### src/rtl/irq_ctl_pkg.sv
package irq_ctl_pkg;

    typedef struct packed {
        logic ief1;
        logic ief2;
    } ief_t;

    typedef struct packed {
        logic rst;
        logic nmi;
        logic trap;
        logic iack;
        logic retn;
        logic ei;
        logic di;
    } flag_ev_t;

endpackage

### src/rtl/irq_flag_unit.sv
module irq_flag_unit
    import irq_ctl_pkg::*;
(
    input  logic     clk,
    input  logic     rst_n,
    input  flag_ev_t ev,
    output ief_t     flags
);
    ief_t f_d, f_q;

    // Fixed priority: reset, nmi, trap, int ack, retn, di, ei
    always_comb begin
        f_d = f_q;
        if (ev.rst) begin
            f_d = '0;
        end else if (ev.nmi) begin
            f_d.ief2 = f_q.ief1;
            f_d.ief1 = 1'b0;
        end else if (ev.trap || ev.iack) begin
            f_d = '0;
        end else if (ev.retn) begin
            f_d.ief1 = f_q.ief2;
        end else if (ev.di) begin
            f_d = '0;
        end else if (ev.ei) begin
            f_d = '1;
        end
    end

    always_ff @(posedge clk or negedge rst_n) begin
        if (!rst_n) f_q <= '0;
        else        f_q <= f_d;
    end

    assign flags = f_q;
endmodule

### src/rtl/irq_ireg_unit.sv
module irq_ireg_unit #(
    parameter int IR_W  = 8,
    parameter int IRX_W = 16,
    localparam int TOT_W = IR_W + IRX_W
) (
    input  logic             clk,
    input  logic             rst_n,
    input  logic             clr,
    input  logic             ir_wr,
    input  logic [IR_W-1:0]  ir_wdata,
    input  logic             irx_wr,
    input  logic [TOT_W-1:0] irx_wdata,
    output logic [TOT_W-1:0] rd
);
    typedef struct packed {
        logic [IRX_W-1:0] ext;
        logic [IR_W-1:0]  base;
    } ireg_t;

    ireg_t r_d, r_q;

    always_comb begin
        r_d = r_q;
        if (clr)         r_d = '0;
        else if (irx_wr) r_d = irx_wdata;
        else if (ir_wr)  r_d.base = ir_wdata;
    end

    always_ff @(posedge clk or negedge rst_n) begin
        if (!rst_n) r_q <= '0;
        else        r_q <= r_d;
    end

    assign rd = r_q;
endmodule

### src/rtl/irq_io_regs.sv
module irq_io_regs #(
    parameter int          AW       = 32,
    parameter int          DW       = 8,
    parameter logic [AW-1:0] ADDR_EN  = 32'h0000_0017,
    parameter logic [AW-1:0] ADDR_VEC = 32'h0000_0018,
    parameter logic [AW-1:0] ADDR_TBK = 32'h0000_0019
) (
    input  logic          clk,
    input  logic          rst_n,
    input  logic          clr,
    input  logic [AW-1:0] addr,
    input  logic          wr,
    input  logic [DW-1:0] wdata,
    output logic [DW-1:0] rdata,
    output logic [DW-1:0] en_mask
);
    typedef struct packed {
        logic [DW-1:0] en;
        logic [DW-1:0] vec;
        logic [DW-1:0] tbk;
    } io_t;

    io_t s_d, s_q;
    logic hit_en, hit_vec, hit_tbk;

    assign hit_en  = (addr == ADDR_EN);
    assign hit_vec = (addr == ADDR_VEC);
    assign hit_tbk = (addr == ADDR_TBK);

    always_comb begin
        s_d = s_q;
        if (clr) begin
            s_d = '0;
        end else if (wr) begin
            if (hit_en)  s_d.en  = wdata;
            if (hit_vec) s_d.vec = wdata;
            if (hit_tbk) s_d.tbk = wdata;
        end
    end

    always_ff @(posedge clk or negedge rst_n) begin
        if (!rst_n) s_q <= '0;
        else        s_q <= s_d;
    end

    always_comb begin
        rdata = '0;
        if (hit_en)  rdata = s_q.en;
        if (hit_vec) rdata = s_q.vec;
        if (hit_tbk) rdata = s_q.tbk;
    end

    assign en_mask = s_q.en;
endmodule

### src/rtl/irq_enable_ctrl.sv
module irq_enable_ctrl
    import irq_ctl_pkg::*;
#(
    parameter int NUM_INT = 4,
    parameter int IR_W    = 8,
    parameter int IRX_W   = 16,
    parameter int IO_AW   = 32,
    parameter int IO_DW   = 8,
    localparam int TOT_W  = IR_W + IRX_W
) (
    input  logic               clk,
    input  logic               rst_n,
    input  logic               ev_reset,
    input  logic               ev_nmi_ack,
    input  logic               ev_trap,
    input  logic               ev_int_ack,
    input  logic               ev_retn,
    input  logic               ev_reti,
    input  logic               ev_ret,
    input  logic               ev_ei,
    input  logic               ev_di,
    input  logic               ev_ld_a_i,
    input  logic               ev_ld_hl_i,
    input  logic               ir_wr,
    input  logic [IR_W-1:0]    ir_wdata,
    input  logic               irx_wr,
    input  logic [TOT_W-1:0]   irx_wdata,
    output logic [TOT_W-1:0]   ireg_rd,
    input  logic [IO_AW-1:0]   io_addr,
    input  logic               io_wr,
    input  logic [IO_DW-1:0]   io_wdata,
    output logic [IO_DW-1:0]   io_rdata,
    input  logic [NUM_INT-1:0] int_req,
    output logic [NUM_INT-1:0] int_fwd,
    output logic               ief1,
    output logic               ief2,
    output logic               pv_flag
);
    flag_ev_t ev;
    ief_t flags;
    logic [IO_DW-1:0] en_mask;
    logic unused_evts;

    assign ev = '{rst: ev_reset, nmi: ev_nmi_ack, trap: ev_trap,
                  iack: ev_int_ack, retn: ev_retn, ei: ev_ei, di: ev_di};

    // these instructions do not touch the flags
    assign unused_evts = ^{ev_reti, ev_ret, ev_ld_hl_i};

    irq_flag_unit u_flags (
        .clk   (clk),
        .rst_n (rst_n),
        .ev    (ev),
        .flags (flags)
    );

    irq_ireg_unit #(.IR_W(IR_W), .IRX_W(IRX_W)) u_ireg (
        .clk       (clk),
        .rst_n     (rst_n),
        .clr       (ev_reset),
        .ir_wr     (ir_wr),
        .ir_wdata  (ir_wdata),
        .irx_wr    (irx_wr),
        .irx_wdata (irx_wdata),
        .rd        (ireg_rd)
    );

    irq_io_regs #(.AW(IO_AW), .DW(IO_DW)) u_io (
        .clk     (clk),
        .rst_n   (rst_n),
        .clr     (ev_reset),
        .addr    (io_addr),
        .wr      (io_wr),
        .wdata   (io_wdata),
        .rdata   (io_rdata),
        .en_mask (en_mask)
    );

    for (genvar k = 0; k < NUM_INT; k++) begin : g_gate
        assign int_fwd[k] = int_req[k] & en_mask[k] & flags.ief1;
    end

    assign ief1    = flags.ief1;
    assign ief2    = flags.ief2;
    assign pv_flag = ev_ld_a_i & flags.ief2;
endmodule

### config.mk
export PLATFORM = sky130hd
export DESIGN_NAME = irq_enable_ctrl
export DESIGN_NICKNAME = d
export VERILOG_FILES = /design/src/rtl/irq_ctl_pkg.sv /design/src/rtl/irq_flag_unit.sv /design/src/rtl/irq_ireg_unit.sv /design/src/rtl/irq_io_regs.sv /design/src/rtl/irq_enable_ctrl.sv
export SDC_FILE = /design/constraint.sdc
export NUM_CORES = 1
export LEC_CHECK = 0
export ABC_AREA = 1
export ABC_CLOCK_PERIOD_IN_PS = 1100
export BUFFER_PORTS_ARGS = -buffer_cell sky130_fd_sc_hd__clkbuf_2
export CORE_MARGIN = 1
export CORE_UTILIZATION = 39
export CTS_CLUSTER_DIAMETER = 50
export CTS_CLUSTER_SIZE = 10
export DETAILED_ROUTE_END_ITERATION = 7
export PLACE_DENSITY = 0.77
export SYNTH_ARGS = -nofsm -noshare
export SYNTH_HDL_FRONTEND = slang
export SYNTH_SLANG_ARGS = --single-unit
### constraint.sdc
create_clock -name clk -period 1.1 [get_ports clk]
set_input_delay 0.165 -clock clk [delete_from_list [all_inputs] [get_ports clk]]
set_output_delay 0.165 -clock clk [all_outputs]
set_load 0.01 [all_outputs]
# Word level (Yosys, flattened, before mapping)
# Cells that the tools add are included.
dict set report totals {
  reg_bits 50
  input_bits 92
  output_inout_bits 39
}
dict set report op_classes {
  eq_ne 4
  mux 19
  bitwise_logic 9
  n_reduce_logical 13
}
# cell count
set op_table {}
lappend op_table {{32-bit by 5-bit == test with 1-bit output (second input constant)} 3}
lappend op_table {{24-bit two-way mux} 3}
lappend op_table {{8-bit two-way mux} 8}
lappend op_table {{16-bit two-way mux} 1}
lappend op_table {{2-bit two-way mux} 5}
lappend op_table {{2-bit nonzero test} 5}
lappend op_table {{1-bit bitwise AND} 9}
lappend op_table {{2-bit AND reduction} 4}
lappend op_table {{6-bit nonzero test} 1}
lappend op_table {{5-bit nonzero test} 1}
lappend op_table {{4-bit by 3-bit != test with 1-bit output (second input constant)} 1}
lappend op_table {{3-bit nonzero test} 1}
lappend op_table {{1-bit two-way mux} 2}
lappend op_table {{1-bit logical OR} 1}

# Longest topological paths before layout
dict set report depth {
  ltp_word 6
  depth_mapped 9
  mapped_depth_nobuf 9
}

# By module
# A second synthesis with hierarchy kept.
dict set report unflattened {
  hier_cells 419
  hier_area_um2 2974.1
}
# mod instances cells_per_inst area_per_inst_um2
set modules_own_cells {}
lappend modules_own_cells {irq_io_regs 1 255 1717.9}
lappend modules_own_cells {irq_ireg_unit 1 132 1078.5}
lappend modules_own_cells {irq_flag_unit 1 21 136.4}
lappend modules_own_cells {irq_enable_ctrl 1 11 41.3}

# Worst setup path after synthesis
# OpenSTA, ideal clock, no wires.
dict set report synth_path {
  path_type {input-to-output}
  start {input port io_addr[27]}
  end {output port io_rdata[0]}
  t_arrival_ns 1.039
  required_time_ns 0.935
  setup_slack_ns -0.104
  path_stages 8
  path_buffers 1
  path_cell_list {nor2_1 nand2_1 nor2_2 nand3_2 nor2_4 buf_6 nand2_1 nand3_1}
}
dict set report synth_between {
  elab_chain_cells 4
}
# element line
set synth_rtl {}
lappend synth_rtl {{start, declared} irq_enable_ctrl.sv:29} ;# input logic [IO_AW-1:0] io_addr,
lappend synth_rtl {{32-bit by 5-bit == test with 1-bit output} irq_io_regs.sv:26} ;# assign hit_en = (addr == ADDR_EN);
lappend synth_rtl {{8-bit two-way mux} irq_io_regs.sv:48} ;# if (hit_en) rdata = s_q.en;
lappend synth_rtl {{8-bit two-way mux} irq_io_regs.sv:49} ;# if (hit_vec) rdata = s_q.vec;
lappend synth_rtl {{8-bit two-way mux (*)} irq_io_regs.sv:50} ;# if (hit_tbk) rdata = s_q.tbk;
lappend synth_rtl {{end, declared} irq_enable_ctrl.sv:32} ;# output logic [IO_DW-1:0] io_rdata,
# Mark *: on every way between the ends. The rest lies on a longest branch, timed or not.

# Worst setup path in the final report
dict set report layout_path {
  start {input port io_addr[7]}
  end {output port io_rdata[5]}
}
# Same word-level chain as after synthesis.

==> impl_summary.txt <==
----------------------------------------------------
[Layout]
  Ant diodes ... 0
  Total area of sequential cells ... around 1300 um^2
  Area grow syn2layout ... 45.8%
  Share of post-route cells with drive strength above 1 ... 0.430
  Final Instance Count excl. Fillers ... between 600 and 700
  # nets final ... 621
  Utilization of the core after routing ... 0.605
  Area of the multi-input gates ... approximately 1500 um^2
  Fill cells ... 603

[CTS]
  Number of buffers between clock root and the deepest sink ... 2
  Clock-pin slew on the worst setup and hold paths ... roughly 0.1 ns
  Number of buffers created by CTS ... 5
  Clock tree from TritonCTS ... built
  Clock insertion delay at the later pin of the skew report ... roughly 0.30 ns
  CTS Sinks ... 50
  Clock root buffer master ... clkbuf_8
  Number of H-tree levels ... 2

[Timing]
  Max Slew Vio Count ... 0
  Final worst-path setup slack ... -0.342 ns
  Crit path time final ... around 1.4 ns
  Max Clk Rate ... 694 MHz
  Worst clock skew ... between 0.00003 and 0.00004 ns
  Number of endpoints with negative hold slack in the final report ... 0
  Final setup violation count ... 38
  Final period utilization ... 1.31
  Rel. slew slack ... 0.759
  Unrepaired setup endpoints after global routing ... yes
  Transition at the pin with the smallest max-transition slack ... between 0.3 and 0.4 ns

[Setup path]
  Maximum fanout encountered on the critical timing path ... 13
  Cell chain of the critical path ... clkbuf_16, inv_12, nand2_4, nor2_4, nand4_1, nor2_4, buf_12, nand2_2, nand3_2, buf_6
  Slowest cell on the critical path ... nand4_1
  Worst Setup EP ... io_rdata[5]
  Cell mode on critical path ... nor2_4
  Source of the critical timing path ... io_addr[7]
  Critical path capture point type ... output port
  Data required time at the worst endpoint ... 0.94 ns
  R2r worst-path depth ... 3
  Terminus of the critical flop-to-flop path ... u_flags.flags[0]$_DFFE_PN0P_
  Setup slack of the worst register-to-register path ... roughly 0.15 ns
  Crit Reg-Reg Startpoint ... u_flags.flags[1]$_DFFE_PN0P_
  Critical path data arrival time ... roughly 1.3 ns
  Max incr delay on CP ... 0.19 ns
  Crit path launch type ... primary input
  Instance count on the critical path ... 10
  Worst path buffer plus inverter count ... 4
  Category of cells accounting for the largest share of critical-path delay ... simple AND/OR/NAND/NOR gates
  Worst setup path class ... primary input to output port

[Pwr]
  Lkg Pwr ... ~0.0025 uW
  Overall power ... between 3000 and 4000 uW
  Worst vdd rail ir drop ... a little under 0.0007 V
  Power density normalized to cell area ... approximately 920 nW/um^2

[Run status]
  Failing checks ... negative setup slack
  Run status ... finished with violations

[Routing]
  Detail Route Antenna Nets ... 0
  Vias after detailed routing ... 3013
  Ratio of routed vias to standard cells ... roughly 4.8
  Routed wire length ... ~8000 um
  Residual DRC ... 0
  DR WL/cell ... about 13 um
  Number of DRC markers in iteration 0 ... between 200 and 250
  Router iterations before antenna repair ... 5

[Hold path]
  Worst min path class ... primary input to flop

[Synth]
  Flip-flop and latch count after synthesis ... 50
  Cell with the most instances after synthesis ... nand2_1
  Gate count of the mapped netlist ... between 300 and 400
  Number of flops mapped to enable cells by yosys ... 0
  Dominant synthesized flop cell ... dfrtp_1
  Top cells by instance count after synthesis ... nand2_1 (121), nand3_1 (70), dfrtp_1 (50), inv_1 (44), nor2_1 (29)
  Syn Std Cell Area ... ~2900 um^2
  Post-synth top area share ... 0.434
  Distinct cell type count of the synthesized netlist ... 27
  Async S/R FF share, synth ... 1.00
  Share of the yosys chip area belonging to registers ... 0.434
  Synth area leaders ... dfrtp_1 (43%), nand2_1 (16%), nand3_1 (12%)
  Dominant cell type by area after synthesis ... dfrtp_1
  Mapped Avg Cell Area ... ~7.5 um^2
  Synthesis Warnings ... 0
  Nets in the synthesized netlist ... ~480

[Floorplanning]
  Starting density of the core ... 0.415
  Area of the core ... 6940 um^2
  Die H ... roughly 88 um
  DIE WIDTH ... slightly below 90 um
  Ports ... ~130
  Die area ... a little under 8000 um^2
  FP Rows ... 30

[GRT]
  Overall global routing resource usage ... 0.211
  Largest net degree at the start of global routing ... 51
  Global-route wire length before repair ... roughly 13000 um
  Vias in the first global route ... between 2000 and 3000
  Grt ovf ... 0
  Antenna violations before repair ... 0

[Place]
  Half-perimeter wire length of the detailed placement result ... around 5900 um
  Number of input and output port buffers inserted ... between 100 and 150
  Cell Count Post-Placement ... between 600 and 700
  Placer congestion estimate ... between 0.8 and 0.9
  Setup WS pre-CTS ... -0.388 ns

[Flow run]
  Count of max-cap constraint violations ... 0

----------------------------------------------------
==> through the flow <==
step	instance area (um^2)	hold WS, ns	TNS [ns]
2_1_floorplan	3030	-0.131	-0.416
3_3_place_gp	3910	0.176	-10.05
3_5_place_dp	3910	0.176	-11.15
4_1_cts	4120	0.0748	-5.89
5_1_grt	4200	0.0607	-9.61
6_report	4200	0.0786	-7.07
==> cells by family after synthesis <==
| family | synth area share |
|---|---|
| AO/OA/AOI/OAI | 0.0256 |
| buffers and inverters | 0.0938 |
| AND/OR/NAND/NOR | 0.418 |
| multiplexers | 0.0278 |
| flip-flops | 0.434 |
==> layer usage <==
metal  track usage  routed length (um)
met1         0.277                3370
met2         0.366                4080
met3        0.0245                 409
met4        0.0626                 119
met5             0                   0
==> cell usage in the layout (no fill, tap or decap), types with 2 or more instances in the layout <==
master and n:
inv_6 2, o21ai_0 5, nor2_4 10, inv_2 8
o21ai_1 4, o211ai_1 2, nand2_1 106, mux2i_1 8
nor2_1 24, clkbuf_2 112, nand3_2 11, clkbuf_8 5
buf_2 4, buf_6 15, nor2_2 9, nand2_4 5
buf_12 5, nand3_1 62, nor2_8 3, clkinv_1 2
inv_1 34, nand3_4 3, dfrtp_1 50, buf_4 14
nand2_2 15
==> sequential cells by signal, indices dropped and copies added (netlist names) <==
name,flops
u_io.en_mask,8
u_ireg.rd,24
u_io.s_q,16
u_flags.flags,2
==> worst min-delay path: cells and delay by family <==
family                 cells  cell delay (ns)
buffers and inverters      1             0.08
and+or+nand+nor            2             0.11
==> layout make-up <==
class,count,area share
clock inverter,2,0.00894
sequential,50,0.298
inverter,49,0.0515
tap,96,0.0286
multi-input combinational,271,0.360
clock buffer,6,0.0173
timing repair buffer,152,0.236
==> what timing repair did <==
item	CTS	global route
gates resized for setup	11	30
buffers inserted	5	0
pin swaps	10	4
cloned	1	0
setup endpoints to repair	29	38
hold buffers	1	0
hold endpoints to repair	50	0
==> report_power, final <==
part | internal, uW | total, uW | switching, uW
Sequential | 1890 | 1930 | 32.9
Clock | 679 | 1290 | 616
Combinational | 281 | 635 | 354
==> worst min path at each step <==
stage	start	end	slack (ns)	cells after the start
6_report	irx_wdata[15]	u_ireg.rd[15]$_DFFE_PN0P_	0.08	3
5_1_grt	irx_wdata[15]	u_ireg.rd[15]$_DFFE_PN0P_	0.06	3
4_1_cts	irx_wdata[15]	u_ireg.rd[15]$_DFFE_PN0P_	0.07	3
3_5_place_dp	rst_n	u_ireg.rd[2]$_DFFE_PN0P_	0.18	2
3_3_place_gp	rst_n	u_ireg.rd[2]$_DFFE_PN0P_	0.18	2
2_1_floorplan	rst_n	u_flags.flags[0]$_DFFE_PN0P_	-0.13	0
Power figures use the tool's default switching activity.
